File: src/rtl/lt_pkg.sv
package lt_pkg;
    localparam int unsigned FIELD_W_DEF   = 5;
    localparam int unsigned STEP_LOG2_DEF = 3;

    // Tenure length in clocks: count field scaled by 2**step_log2.
    function automatic logic [15:0] tenure_len(input logic [15:0] field, input int unsigned step_log2);
        return field << step_log2;
    endfunction
endpackage

File: src/rtl/lt_reg.sv
module lt_reg #(
    parameter int unsigned FIELD_W   = lt_pkg::FIELD_W_DEF,
    parameter int unsigned STEP_LOG2 = lt_pkg::STEP_LOG2_DEF,
    localparam int unsigned REG_W    = FIELD_W + STEP_LOG2
) (
    input  logic               clk,
    input  logic               rst,
    input  logic               wr_en_i,
    input  logic [REG_W-1:0]   wr_data_i,
    output logic [FIELD_W-1:0] field_o,
    output logic [REG_W-1:0]   rd_data_o
);
    typedef struct packed {
        logic [FIELD_W-1:0] field;
    } reg_s;

    reg_s st_d, st_q;

    always_comb begin
        st_d = st_q;
        if (wr_en_i) begin
            st_d.field = wr_data_i[REG_W-1:STEP_LOG2];
        end
    end

    always_ff @(posedge clk) begin
        if (rst) st_q <= '0;
        else     st_q <= st_d;
    end

    assign field_o   = st_q.field;
    assign rd_data_o = {st_q.field, {STEP_LOG2{1'b0}}};

    p_field_holds_r2: assert property (@(posedge clk) disable iff (rst)
        !wr_en_i |=> $stable(st_q.field));
endmodule

File: src/rtl/lt_tenure.sv
module lt_tenure #(
    parameter int unsigned FIELD_W   = lt_pkg::FIELD_W_DEF,
    parameter int unsigned STEP_LOG2 = lt_pkg::STEP_LOG2_DEF,
    localparam int unsigned CNT_W    = FIELD_W + STEP_LOG2
) (
    input  logic               clk,
    input  logic               rst,
    input  logic               frame_i,
    input  logic               gnt_i,
    input  logic [FIELD_W-1:0] field_i,
    output logic               term_o
);
    typedef struct packed {
        logic             frame;
        logic [CNT_W-1:0] cnt;
        logic             term;
    } ten_s;

    ten_s st_d, st_q;
    logic             start;
    logic [CNT_W-1:0] load;
    logic             expired;

    always_comb begin
        start   = frame_i && !st_q.frame;
        load    = CNT_W'(lt_pkg::tenure_len(16'(field_i), STEP_LOG2));
        expired = start ? (load == '0) : (st_q.cnt == '0);

        st_d       = st_q;
        st_d.frame = frame_i;
        if (start) begin
            st_d.cnt = load;
        end else if (frame_i && st_q.cnt != '0) begin
            st_d.cnt = st_q.cnt - 1'b1;
        end
        st_d.term = frame_i && (st_q.term || (expired && !gnt_i));
    end

    always_ff @(posedge clk) begin
        if (rst) st_q <= '0;
        else     st_q <= st_d;
    end

    assign term_o = st_q.term;

    p_load_on_start_r4: assert property (@(posedge clk) disable iff (rst)
        start |=> st_q.cnt == $past(load));
    p_no_wrap_r7: assert property (@(posedge clk) disable iff (rst)
        (st_q.cnt == '0 && !start) |=> st_q.cnt == '0);
    p_no_term_with_gnt_r6: assert property (@(posedge clk) disable iff (rst)
        (!st_q.term && gnt_i) |=> !st_q.term);
    p_term_hold_r8: assert property (@(posedge clk) disable iff (rst)
        (st_q.term && frame_i) |=> st_q.term);
    p_term_clear_r8: assert property (@(posedge clk) disable iff (rst)
        !frame_i |=> !st_q.term);
endmodule

File: src/rtl/bus_latency_timer.sv
module bus_latency_timer #(
    parameter int unsigned FIELD_W   = lt_pkg::FIELD_W_DEF,
    parameter int unsigned STEP_LOG2 = lt_pkg::STEP_LOG2_DEF,
    localparam int unsigned REG_W    = FIELD_W + STEP_LOG2
) (
    input  logic             clk,
    input  logic             rst,
    input  logic             frame_i,
    input  logic             gnt_i,
    input  logic             wr_en_i,
    input  logic [REG_W-1:0] wr_data_i,
    output logic [REG_W-1:0] rd_data_o,
    output logic             term_o
);
    logic [FIELD_W-1:0] field;

    lt_reg #(.FIELD_W(FIELD_W), .STEP_LOG2(STEP_LOG2)) u_reg (
        .clk       (clk),
        .rst       (rst),
        .wr_en_i   (wr_en_i),
        .wr_data_i (wr_data_i),
        .field_o   (field),
        .rd_data_o (rd_data_o)
    );

    lt_tenure #(.FIELD_W(FIELD_W), .STEP_LOG2(STEP_LOG2)) u_tenure (
        .clk     (clk),
        .rst     (rst),
        .frame_i (frame_i),
        .gnt_i   (gnt_i),
        .field_i (field),
        .term_o  (term_o)
    );

    p_reset_clear_r1: assert property (@(posedge clk)
        rst |=> (rd_data_o == '0 && !term_o));
    p_write_readback_r2_r3: assert property (@(posedge clk) disable iff (rst)
        wr_en_i |=> rd_data_o == {$past(wr_data_i[REG_W-1:STEP_LOG2]), {STEP_LOG2{1'b0}}});
    p_term_needs_drop_r5: assert property (@(posedge clk) disable iff (rst)
        $rose(term_o) |-> $past(!gnt_i && frame_i));
endmodule

File: config.mk
export PLATFORM = sky130hd
export DESIGN_NAME = bus_latency_timer
export DESIGN_NICKNAME = d
export VERILOG_FILES = /design/src/rtl/lt_pkg.sv /design/src/rtl/lt_reg.sv /design/src/rtl/lt_tenure.sv /design/src/rtl/bus_latency_timer.sv
export SDC_FILE = /design/constraint.sdc
export NUM_CORES = 1
export LEC_CHECK = 0
export CAP_MARGIN = 20
export CORE_UTILIZATION = 40
export DETAILED_ROUTE_END_ITERATION = 10
export PLACE_DENSITY = 0.7
export SLEW_MARGIN = 40
export SYNTH_ARGS = -nofsm -noshare
export SYNTH_HDL_FRONTEND = slang
export SYNTH_SLANG_ARGS = --single-unit
File: constraint.sdc
create_clock -name clk -period 1.6 [get_ports clk]
set_clock_uncertainty 0.05 [all_clocks]
set_input_delay 0.32 -clock clk [delete_from_list [all_inputs] [get_ports clk]]
set_output_delay 0.32 -clock clk [all_outputs]
set_load 0.01 [all_outputs]
==> results.json <==
{
  "synth_top_family_by_area": "simple AND/OR/NAND/NOR gates",
  "dp_slack_ps": -91.1,
  "drtIter0Drc": 16,
  "antenna_left": 0,
  "core_um2": 2000,
  "status": "finished, final reports clean",
  "synth_fa_ha_area_share_pct": 2.87,
  "finalNonFillerCells": 154,
  "drv_cap": 0,
  "place_hpwl_um": 1480,
  "cts_root_buffer": "clkbuf_4",
  "critical_path_class": "reg -> reg",
  "dpl-instance-area_um2": 1110,
  "period_minus_slack_ps": 1520,
  "drive_gt1_share_pct": 24.4,
  "cts_tree": "yes",
  "nFillCells": 192,
  "place_congestion": 0.858,
  "gr-total-overflow": 0,
  "rsz0062_at_grt": "false",
  "regArea_um2": 304,
  "peakVddDrop_uv": 475,
  "dieArea_um2": 2370,
  "grt_max_degree": 11,
  "timing_hold_violations_final": 0,
  "dieWidth_um": 48.7,
  "nets": 143,
  "synth_edf_count": 0,
  "hold_class": "reg -> reg",
  "fp-row-count": 16,
  "track_usage_pct": 17.9,
  "yosys.cell_types.count": 41,
  "syn_to_final_growth_pct": 34.0,
  "power_uw": 851,
  "avgSynthCellArea_um2": 8.63,
  "firstDrtPassIters": 4,
  "cts_sinks": 15,
  "dp.cells": 150,
  "multi_input_area_um2": 518,
  "grt_antenna_before_repair": 0,
  "synthMuxAreaShare_pct": 5.74,
  "hold_depth": 2,
  "initial_core_util_pct": 43.6,
  "r2r_setup_slack_ps": 80,
  "drv_slew": 0,
  "period_share_pct": 95.2,
  "synth-simple-area-share_pct": 27.8,
  "total_leakage_power_uw": 0.000525,
  "path_clk_slew_ps": 100,
  "setup_viol": 0,
  "yosysSeqAreaShare_pct": 34.4,
  "reg2reg_depth": 4,
  "ios": 22,
  "synth-seq-cells": 15,
  "cts_hold_buf": 0,
  "synth_compound_area_share_pct": 18.5,
  "portBuffers": 15,
  "grt_first_pass_wirelength_um": 3320,
  "synth_xor_area_share_pct": 1.00,
  "async_flop_share_pct": 0,
  "arrival_ps": 1650,
  "final_area_um2": 1170,
  "drc_errors": 0,
  "ys.flop_type": "dfxtp_1",
  "antenna-diode-count": 0,
  "synth_area_um2": 872,
  "grt_pass1_vias": 787,
  "vias_per_cell": 5.27,
  "hold_slack_ps": 451,
  "critPathRequiredTime_ps": 1720,
  "fmax_mhz": 656,
  "timing.final.ws_setup_ps": 76.1,
  "clkLatencyLatePin_ps": 290,
  "die_h_um": 48.7,
  "p_per_area_nw_per_um2": 728,
  "vias": 811,
  "wirelength_um": 1940,
  "cts_htree_levels": 1,
  "synthCells": 101,
  "wl_per_cell_um": 12.6,
  "synth.yosys.warnings": 0,
  "start_kind": "register",
  "endpoint_kind": "register",
  "worstPathMaxFanout": 4,
  "cts_buffer_depth": 2,
  "cts_buffers": 3
}
[stage by stage]
stage	setup TNS, ps	util (%)
6_report	0	58.4
5_1_grt	0	58.4
4_1_cts	0	57.0
3_5_place_dp	-186	55.7
3_3_place_gp	-155	55.7
2_1_floorplan	0	-
[state kept, by name, summed over array words and instances, names as in the netlist]
name and count:
u_tenure.st_q 9, u_reg.field_o 5, u_tenure.term_o 1
[synth_stat cells, types with 2 or more instances]
master	number	area [µm²]
dfxtp_1	15	300
nor2_1	10	37.5
inv_1	7	26.3
a31oi_1	5	31.3
mux2i_1	5	50.1
nand2_1	5	18.8
clkbuf_1	4	15.0
nand2b_1	4	25.0
a21oi_1	3	15.0
buf_4	3	22.5
o32ai_1	3	26.3
a2bb2oi_1	2	17.5
ha_1	2	25.0
nand3b_1	2	15.0
nor2b_1	2	12.5
nor3_1	2	10.0
o2111ai_1	2	17.5
or3_1	2	12.5
[layout make-up]
type                            count  share of cell area (%)
Sequential cell                    15                    26.0
Clock inverter                      1                   0.428
Tap cell                           27                    2.89
Inverter                            7                    2.25
Timing Repair Buffer               29                    22.2
Multi-Input combinational cell     72                    44.3
Clock buffer                        3                    1.93
[where the power goes]
part	internal [µW]	leakage [µW]	total, µW	switching [µW]
clock network	92.9	0.0000177	225	132
registers	393	0.000124	417	24.3
logic	115	0.000383	209	93.3
[worst paths after layout]
path / start / endpoint
setup / recovery: u_tenure.st_q[1] / u_tenure.st_q[6]
hold / removal: u_reg.field_o[3] / u_tenure.st_q[7]
setup reg to reg: u_tenure.st_q[1] / u_tenure.st_q[6]
hold reg to reg: u_reg.field_o[3] / u_tenure.st_q[7]
[critical path, stage by stage (launching register included)]
cell and delay, ps:
dfxtp_2 330, buf_4 140, or4_4 520, o311ai_1 250, a31oi_1 120
[layout by cell type, fill, tap and decap left out, types with 2 or more instances in the layout]
cell	netlist	routed
nor2_1	10	10
a21oi_1	3	3
dfxtp_2	0	3
nand2b_1	4	4
o32ai_1	3	3
o2111ai_1	2	2
nor2b_1	2	2
conb_1	1	3
clkdlybuf4s50_1	0	9
clkbuf_4	0	3
buf_4	3	14
a31oi_1	5	5
nor3_1	2	2
dlygate4sd2_1	0	3
a2bb2oi_1	2	2
mux2i_1	5	5
inv_2	0	2
nand3b_1	2	2
dlymetal6s2s_1	0	3
inv_1	7	5
or3_1	2	2
nand2_1	5	5
dfxtp_1	15	12
[kinds of logic after synthesis]
group                      after synthesis
and+or+nand+nor                         39
other                                    1
muxes                                    5
DFF                                     15
AOI/OAI and AO/OA                       22
xor gates and xnor gates                 1
adders and majority gates                2
buffers and inverters                   16
[per-layer routing]
metal | vias to the layer above | share of wire, % | GRT usage, %
li1 | 416 | - | -
met1 | 369 | 51 | 23.0
met2 | 24 | 44 | 29.9
met3 | 2 | 3.8 | 3.77
met4 | 0 | 0.77 | 5.39
met5 | - | 0 | 0
[what timing repair did]
action | 4_1_cts | 5_1_grt
buffers inserted | 0 | 0
endpoints found under the setup margin | 5 | 9
pin swaps | 0 | 3
gates resized for setup | 5 | 9
gates cloned | 0 | 0
Power figures use the tool's default switching activity.
